--- src/rtl/msi_pkg.sv ---
package msi_pkg;
  localparam int VEC_W = 5;
  localparam logic [7:0] MSI_CAP_ID = 8'h05;

  function automatic logic [31:0] vec_mask(input logic [2:0] log2n);
    return (32'd1 << log2n) - 32'd1;
  endfunction

  function automatic logic [31:0] msg_data(input logic [31:0] base,
                                           input logic [2:0]  log2n,
                                           input logic [VEC_W-1:0] vec);
    logic [31:0] m;
    m = vec_mask(log2n);
    return (base & ~m) | ({{(32-VEC_W){1'b0}}, vec} & m);
  endfunction

  function automatic logic [2:0] clamp_grant(input logic [2:0] req, input logic [2:0] cap);
    return (req > cap) ? cap : req;
  endfunction

  function automatic logic [63:0] msg_addr(input logic wide, input logic [31:0] hi,
                                           input logic [31:0] lo);
    return {(wide ? hi : 32'd0), lo[31:2], 2'b00};
  endfunction
endpackage

--- src/rtl/msi_cap_regs.sv ---
module msi_cap_regs
  import msi_pkg::*;
#(
  parameter int CAP_LOG2 = 3,
  parameter int CFG_AW   = 8,
  parameter int CTRL_OFS = 'h48,
  parameter int NEXT_PTR = 0
) (
  input  logic              clk,
  input  logic              rst_n,
  input  logic              cfg_wr,
  input  logic [CFG_AW-1:0] cfg_addr,
  input  logic [31:0]       cfg_wdata,
  output logic [31:0]       cfg_rdata,
  output logic              msi_en,
  output logic [2:0]        grant_log2,
  output logic              wide,
  output logic [31:0]       addr_lo,
  output logic [31:0]       addr_hi,
  output logic [31:0]       data_base
);
  localparam logic [CFG_AW-1:0] A_CTRL = CFG_AW'(CTRL_OFS);
  localparam logic [CFG_AW-1:0] A_LO   = CFG_AW'(CTRL_OFS + 4);
  localparam logic [CFG_AW-1:0] A_HI   = CFG_AW'(CTRL_OFS + 8);
  localparam logic [CFG_AW-1:0] A_DAT  = CFG_AW'(CTRL_OFS + 12);
  localparam logic [2:0]        CAP3   = 3'(CAP_LOG2);
  localparam logic [7:0]        NEXT8  = 8'(NEXT_PTR);

  logic [31:0] ctrl_word;

  always_ff @(posedge clk or negedge rst_n) begin
    if (!rst_n) begin
      msi_en     <= 1'b0;
      grant_log2 <= 3'd0;
      wide       <= 1'b0;
      addr_lo    <= 32'd0;
      addr_hi    <= 32'd0;
      data_base  <= 32'd0;
    end else if (cfg_wr) begin
      if (cfg_addr == A_CTRL) begin
        msi_en     <= cfg_wdata[16];
        grant_log2 <= clamp_grant(cfg_wdata[22:20], CAP3);
        wide       <= cfg_wdata[23];
      end
      if (cfg_addr == A_LO)  addr_lo   <= {cfg_wdata[31:2], 2'b00};
      if (cfg_addr == A_HI)  addr_hi   <= cfg_wdata;
      if (cfg_addr == A_DAT) data_base <= cfg_wdata;
    end
  end

  assign ctrl_word = {8'h00, wide, grant_log2, CAP3, msi_en, NEXT8, MSI_CAP_ID};

  always_comb begin
    cfg_rdata = 32'd0;
    if (cfg_addr == A_CTRL) cfg_rdata = ctrl_word;
    if (cfg_addr == A_LO)   cfg_rdata = addr_lo;
    if (cfg_addr == A_HI)   cfg_rdata = addr_hi;
    if (cfg_addr == A_DAT)  cfg_rdata = data_base;
  end
endmodule

--- src/rtl/msi_pend_arb.sv ---
module msi_pend_arb #(
  parameter int NUM_EVT = 2
) (
  input  logic               clk,
  input  logic               rst_n,
  input  logic               enable,
  input  logic [NUM_EVT-1:0] evt,
  input  logic               take,
  output logic [NUM_EVT-1:0] pend,
  output logic [NUM_EVT-1:0] grant
);
  localparam logic [NUM_EVT-1:0] ONE = NUM_EVT'(1);

  logic [NUM_EVT-1:0] pend_q;
  logic [NUM_EVT-1:0] served;

  assign grant  = pend_q & (~pend_q + ONE);
  assign served = take ? grant : '0;
  assign pend   = pend_q;

  always_ff @(posedge clk or negedge rst_n) begin
    if (!rst_n)       pend_q <= '0;
    else if (!enable) pend_q <= '0;
    else              pend_q <= (pend_q & ~served) | evt;
  end
endmodule

--- src/rtl/msi_req_out.sv ---
module msi_req_out (
  input  logic        clk,
  input  logic        rst_n,
  input  logic        load,
  input  logic [63:0] ld_addr,
  input  logic        ld_is64,
  input  logic [31:0] ld_data,
  input  logic        req_ready,
  output logic        free,
  output logic        req_valid,
  output logic [63:0] req_addr,
  output logic        req_is64,
  output logic [31:0] req_data
);
  always_ff @(posedge clk or negedge rst_n) begin
    if (!rst_n) begin
      req_valid <= 1'b0;
      req_addr  <= 64'd0;
      req_is64  <= 1'b0;
      req_data  <= 32'd0;
    end else if (load) begin
      req_valid <= 1'b1;
      req_addr  <= ld_addr;
      req_is64  <= ld_is64;
      req_data  <= ld_data;
    end else if (req_ready) begin
      req_valid <= 1'b0;
    end
  end

  assign free = !req_valid || req_ready;
endmodule

--- src/rtl/msi_vector_gen.sv ---
module msi_vector_gen
  import msi_pkg::*;
#(
  parameter int NUM_EVT  = 2,
  parameter int CAP_LOG2 = 3,
  parameter logic [NUM_EVT*5-1:0] EVT_VEC = {5'd5, 5'd0},
  parameter int CFG_AW   = 8,
  parameter int CTRL_OFS = 'h48
) (
  input  logic               clk,
  input  logic               rst_n,
  input  logic               cfg_wr,
  input  logic [CFG_AW-1:0]  cfg_addr,
  input  logic [31:0]        cfg_wdata,
  output logic [31:0]        cfg_rdata,
  input  logic [NUM_EVT-1:0] evt,
  output logic               req_valid,
  input  logic               req_ready,
  output logic [63:0]        req_addr,
  output logic               req_is64,
  output logic [31:0]        req_data
);
  logic               msi_en, wide, free, load;
  logic [2:0]         grant_log2;
  logic [31:0]        addr_lo, addr_hi, data_base;
  logic [NUM_EVT-1:0] pend, grant;
  logic [VEC_W-1:0]   sel_vec;
  logic [VEC_W-1:0]   vec_of [NUM_EVT];

  msi_cap_regs #(.CAP_LOG2(CAP_LOG2), .CFG_AW(CFG_AW), .CTRL_OFS(CTRL_OFS), .NEXT_PTR(0)) u_regs (
    .clk(clk), .rst_n(rst_n), .cfg_wr(cfg_wr), .cfg_addr(cfg_addr), .cfg_wdata(cfg_wdata),
    .cfg_rdata(cfg_rdata), .msi_en(msi_en), .grant_log2(grant_log2), .wide(wide),
    .addr_lo(addr_lo), .addr_hi(addr_hi), .data_base(data_base));

  msi_pend_arb #(.NUM_EVT(NUM_EVT)) u_arb (
    .clk(clk), .rst_n(rst_n), .enable(msi_en), .evt(evt), .take(load),
    .pend(pend), .grant(grant));

  for (genvar i = 0; i < NUM_EVT; i++) begin : g_vec
    assign vec_of[i] = EVT_VEC[i*VEC_W +: VEC_W];
  end

  always_comb begin
    sel_vec = '0;
    for (int i = 0; i < NUM_EVT; i++)
      if (grant[i]) sel_vec = vec_of[i];
  end

  assign load = free && (|grant) && msi_en;

  msi_req_out u_out (
    .clk(clk), .rst_n(rst_n), .load(load),
    .ld_addr(msg_addr(wide, addr_hi, addr_lo)), .ld_is64(wide),
    .ld_data(msg_data(data_base, grant_log2, sel_vec)),
    .req_ready(req_ready), .free(free), .req_valid(req_valid),
    .req_addr(req_addr), .req_is64(req_is64), .req_data(req_data));
endmodule

--- config.mk ---
export PLATFORM = sky130hd
export DESIGN_NAME = msi_vector_gen
export DESIGN_NICKNAME = d
export VERILOG_FILES = /design/src/rtl/msi_pkg.sv /design/src/rtl/msi_cap_regs.sv /design/src/rtl/msi_pend_arb.sv /design/src/rtl/msi_req_out.sv /design/src/rtl/msi_vector_gen.sv
export SDC_FILE = /design/constraint.sdc
export NUM_CORES = 1
export LEC_CHECK = 0
export CAP_MARGIN = 20
export CORE_MARGIN = 10
export CORE_UTILIZATION = 31
export DETAILED_ROUTE_END_ITERATION = 6
export SLEW_MARGIN = 0
export SYNTH_ARGS = -nofsm -noshare
export SYNTH_HDL_FRONTEND = slang
export SYNTH_SLANG_ARGS = --single-unit
--- constraint.sdc ---
create_clock -name clk -period 7.9 [get_ports clk]
set_input_delay 2.37 -clock clk [delete_from_list [all_inputs] [get_ports clk]]
set_output_delay 2.37 -clock clk [all_outputs]
set_load 0.005 [all_outputs]
== After elaboration in Yosys (flattened, before gate mapping) ==
Index checks and enable logic that the tools add are counted.

* Multipliers: 0
* Div/mod/pow operators: 0
* Add/sub/neg operators: 2
* Bitwise logic cells: 9
* Reductions and logical operators: 10
* $lt $le $gt $ge: 1
* Equality and inequality tests: 4
* Muxes and demuxes: 11
* Shift-type cells: 1

{| class="wikitable"
|+ Operator list
! operator !! number
|-
| $mux 32 || 4
|-
| $and 32x32->32 || 1
|-
| $and 5x32->32 || 1
|-
| $eq 8x7->1 const B || 4
|-
| $not 32->32 || 1
|-
| $or 32x32->32 || 1
|-
| $shl 1x3->32 const A || 1
|-
| $sub 32x1->32 const B || 1
|-
| $mux 24 || 1
|-
| $reduce_and 2->1 || 4
|-
| $mux 3 || 2
|-
| $and 2x2->2 || 2
|-
| $mux 2 || 2
|-
| $not 2->2 || 2
|-
| $gt 3x2->1 const B || 1
|-
| $add 2x1->2 const B || 1
|-
| $logic_and 1x1->1 || 2
|-
| $mux 1 || 2
|-
| $or 2x2->2 || 1
|-
| $reduce_bool 2->1 || 1
|-
| $reduce_or 2->1 || 1
|-
| $logic_not 1->1 || 1
|-
| $logic_or 1x1->1 || 1
|}

* Bits in latches: 0
* Memory bits (writable): 0
* Bits in registers: 197
* ROM bits: 0
* Input bits: 46
* Memories: 0
* Word-level logic and storage cells: 49

== Logic depth before layout (Yosys ltp) ==
* Depth after elaboration: 11
* Depth in mapped cells: 6

== Hierarchy ==
From an unflattened synthesis, not the netlist that was laid out.

* Cells, all modules: 666
* Area total of the unflattened synthesis: 9001.1 um2

{| class="wikitable"
|+ By module, submodules not included
! module !! sequential area each (um2) !! area each (um2) !! times used !! cells an instance
|-
| msi_cap_regs || 2477.4 || 4658.2 || 1 || 362
|-
| msi_req_out || 2452.4 || 3708.6 || 1 || 208
|-
| msi_vector_gen || 0.0 || 538.0 || 1 || 87
|-
| msi_pend_arb || 50.0 || 96.3 || 1 || 9
|}

== Least setup slack after synthesis ==
Ideal clock, no wire load.

* Path kind: input port to output port
* Start: input cfg_addr[4]
* End: output cfg_rdata[17]
* Arrival: 3596 ps
* Path slack: 1934 ps
* Stages: 4
* Cell sequence: nor4b_2 > buf_2 > nor3_1 > a2111oi_0

* Cells in the longest elaborated chain, start to end: 5
* Elaborated cells on any way between the ends: 8
* Classes of those cells: eq/ne: 4; mux: 4

{| class="wikitable"
|+ RTL lines
! item !! line !! source
|-
| start, declared || msi_vector_gen.sv:13 || <nowiki>input logic [CFG_AW-1:0] cfg_addr,</nowiki>
|-
| $eq 8x7->1 || msi_cap_regs.sv:55 || <nowiki>if (cfg_addr == A_CTRL) cfg_rdata = ctrl_word;</nowiki>
|-
| $mux 24 || msi_cap_regs.sv:55 ||
|-
| $mux 32 || msi_cap_regs.sv:56 || <nowiki>if (cfg_addr == A_LO) cfg_rdata = addr_lo;</nowiki>
|-
| $mux 32 || msi_cap_regs.sv:57 || <nowiki>if (cfg_addr == A_HI) cfg_rdata = addr_hi;</nowiki>
|-
| $mux 32 (*) || msi_cap_regs.sv:58 || <nowiki>if (cfg_addr == A_DAT) cfg_rdata = data_base;</nowiki>
|-
| end, declared || msi_vector_gen.sv:15 || <nowiki>output logic [31:0] cfg_rdata,</nowiki>
|}

Mark *: on every way between the ends. The rest lies on a longest branch, timed or not.

== Final worst setup path ==
* Start: input cfg_addr[1]
* End: output cfg_rdata[2]

The elaborated chain is that of the path after synthesis.

==> flow_summary.ini <==
[outcome]
outcome = completed

[setup_path]
critPathRequiredTime_ns = 5.53
crit_type = in -> out
r2r_start = u_regs.msi_en
cp_num_cells = 7
end_kind = primary output
critPathBufInv = 4
arrival_ns = 5.17
crit_end = cfg_rdata[2]
setup.worst_path.start_class = input port
crit_family = buffers and inverters
cpPeakStageDelay_ns = 0.79
worst_path_max_delay_cell = a2111oi_0
path_max_fanout = 19
regToRegEndpoint = u_out.req_addr[17]
ff2ff_setup_slack_ns = 5.12
critical_path.startpoint = cfg_addr[1]
ff2ff_path_depth = 5
crit_chain = clkdlybuf4s50_1, nor4b_4, buf_4, a21oi_1, a2111oi_0, buf_4, clkdlybuf4s50_1

[pwr]
intPower_w = 0.00160
leakage_nw = 4.92
power_density_nw_per_um2 = 186
sw_frac_of_total_pct = 24.5
clkPwrFrac_pct = 41.3
netSwitchingPower_w = 0.000518
p_seq_share_pct = 51.1
max-vdd-ir-drop_uv = 122
pwr-share-comb_pct = 7.6

[yosys]
ys_seq_elements = 197
syn_avg_cell_area_um2 = 12.6
synthArstFlopShare_pct = 100
ys_warn_count = 0
synth_area_um2 = 8600
ys_seq_area_share_pct = 57.3
synth_edf_count = 0
postSynthCellCount = 681
synth_cell_types = 43
synth_flop_cell = dfrtp_1

[sta]
setup_ws_ns = 0.359
worstMarginPinSlew_ns = 0.938
slew_viol_final = 0
min_period_over_period_pct = 95.5
min_period_ns = 7.54
finalSetupViolations = 0
tns_ns = 0
max_slew_margin_pct = 37.4
skew_ns = 0.0109
rsz0062_at_grt = false
hold_viol = 0
fmax_mhz = 133

[cells_and_area]
final_common_cell = dfrtp_1
drive_above_1_share_pct = 25.6
syn_to_final_growth_pct = 32.2
final_cell_mix = dfrtp_1, clkdlybuf4s50_1, mux2_2, o21ai_0
nFillCells = 2559
fin_nets = 886
final_core_util_pct = 41.9
instances_no_fill = 1224
antennaDiodeCount = 0

[floorplan]
die_area_um2 = 34800
num_rows = 60
start_util_pct = 31.7
coreArea_um2 = 27100
die_h_um = 187
fp.dieW_um = 187
io_pins = 176

[grt]
grt_pass1_vias = 6483
antenna_found_initial = 0
grt_max_degree = 84
met1_usage_pct = 20.3
grtUsageMet2_pct = 23.3
grt.total_usage_pct = 15.1
gr-total-overflow = 0
grt_first_pass_wirelength_mm = 41.4
top_usage_layer = met2
grt_util_met3_pct = 4.08

[flow_run]
drv_cap = 0

[cts]
cts_buffers = 17
ctsHoldBuffers = 0
post_cts_buffers = 0
cts_tree = built
cts.clk_slew.worst_paths_ns = 0.07
clock_tree.buffer_depth = 2
htreeDepth = 4
ctsResizeCount = 0
cts-root-buf = clkbuf_16
clkLatencyLatePin_ns = 0.43
clock-sinks = 197

[routing]
wl_per_cell_um = 21.5
drc = 0
ant_nets = 0
drtPass1Iterations = 5
first_iter_violations = 428
routed_wl_mm = 26.3
num_vias = 6109
viasPerCell = 4.99

[place]
gp_congestion = 0.764
dp.cells = 1191
post-dp-hpwl_mm = 17.9
place.port_buffers = 173
dp_slack_ns = 0.479

[hold_path]
hold_class = reg -> reg
-- registers in the layout (all words and copies together), names as in the netlist, 2 cells and up --
signal	cells
u_regs.addr_hi	32
u_out.req_data	32
u_regs.addr_lo	30
u_arb.pend	2
u_regs.data_base	32
u_out.req_addr	62
u_regs.grant_log2	3
-- power by group through the flow --
stage / Sequential (W) / Combinational, W / Clock (W)
after floorplan: 0.00109 / 0.0000575 / 0
after global placement: 0.00110 / 0.000160 / 0
after detailed placement: 0.00110 / 0.000162 / 0
after CTS: 0.00108 / 0.000163 / 0.000897
after global routing: 0.00109 / 0.000177 / 0.000940
final: 0.00108 / 0.000160 / 0.000873
-- cell type report --
class / instances / area [um^2] / share of cell area [%]
Inverter: 14 / 52.6 / 0.462
Clock buffer: 19 / 453 / 3.98
Multi-Input combinational cell: 413 / 3410 / 30.0
Sequential cell: 197 / 4930 / 43.4
Tap cell: 372 / 465 / 4.09
Clock inverter: 13 / 136 / 1.20
Timing Repair Buffer: 196 / 1920 / 16.9
-- metal layers --
metal	wire, um	vias up
met5	0	-
met4	354	0
met3	1330	17
met2	12000	155
met1	12600	3144
li1	-	2793
-- cells by family after synthesis --
kind of cell	Yosys count	share of synthesized area [%]
buffers and inverters	72	3.64
AOI/OAI and AO/OA	121	9.31
DFF	197	57.3
other	1	0.0436
muxes	155	20.3
adders and majority gates	1	0.145
and+or+nand+nor	134	9.28
-- stage by stage --
| step | total power (W) | area (um^2) | hold WS, ns |
|---|---|---|---|
| global placement | 0.00126 | 10800 | 0.487 |
| detailed placement | 0.00126 | 10800 | 0.495 |
| global route | 0.00220 | 11400 | 0.525 |
| floorplan | 0.00115 | 8600 | 0.472 |
| CTS | 0.00214 | 11300 | 0.511 |
| finish | 0.00211 | 11400 | 0.509 |
-- synthesized netlist by cell type (4+ instances only) --
cell type	n	area [um^2]
nand2_1	36	135
and3_1	11	68.8
dfrtp_1	197	4930
mux2_1	4	45.0
nand4b_1	12	105
o21ai_0	51	255
o41ai_1	4	35.0
a221o_1	10	100
inv_1	14	52.6
nand3_1	36	180
clkbuf_1	40	150
a21oi_1	7	35.0
nand2b_1	5	31.3
and2_1	6	37.5
a221oi_1	4	35.0
mux2_2	148	1670
nor2b_1	8	50.1
o31ai_1	35	263
nor3_1	4	20.0
buf_2	10	50.1
-- worst min path at each step --
stage | from | endpoint | slack, ns | cells after the start
global placement | u_regs.data_base[2] | u_regs.data_base[2] | 0.49 | 1
CTS | u_out.req_addr[6] | u_out.req_addr[6] | 0.51 | 1
floorplan | u_regs.addr_lo[2] | u_regs.addr_lo[2] | 0.47 | 1
global route | u_out.req_addr[10] | u_out.req_addr[10] | 0.53 | 1
detailed placement | u_out.req_addr[6] | u_out.req_addr[6] | 0.50 | 1
finish | u_out.req_addr[30] | u_out.req_addr[30] | 0.51 | 1
No activity file was read; power rests on OpenSTA's default activity.
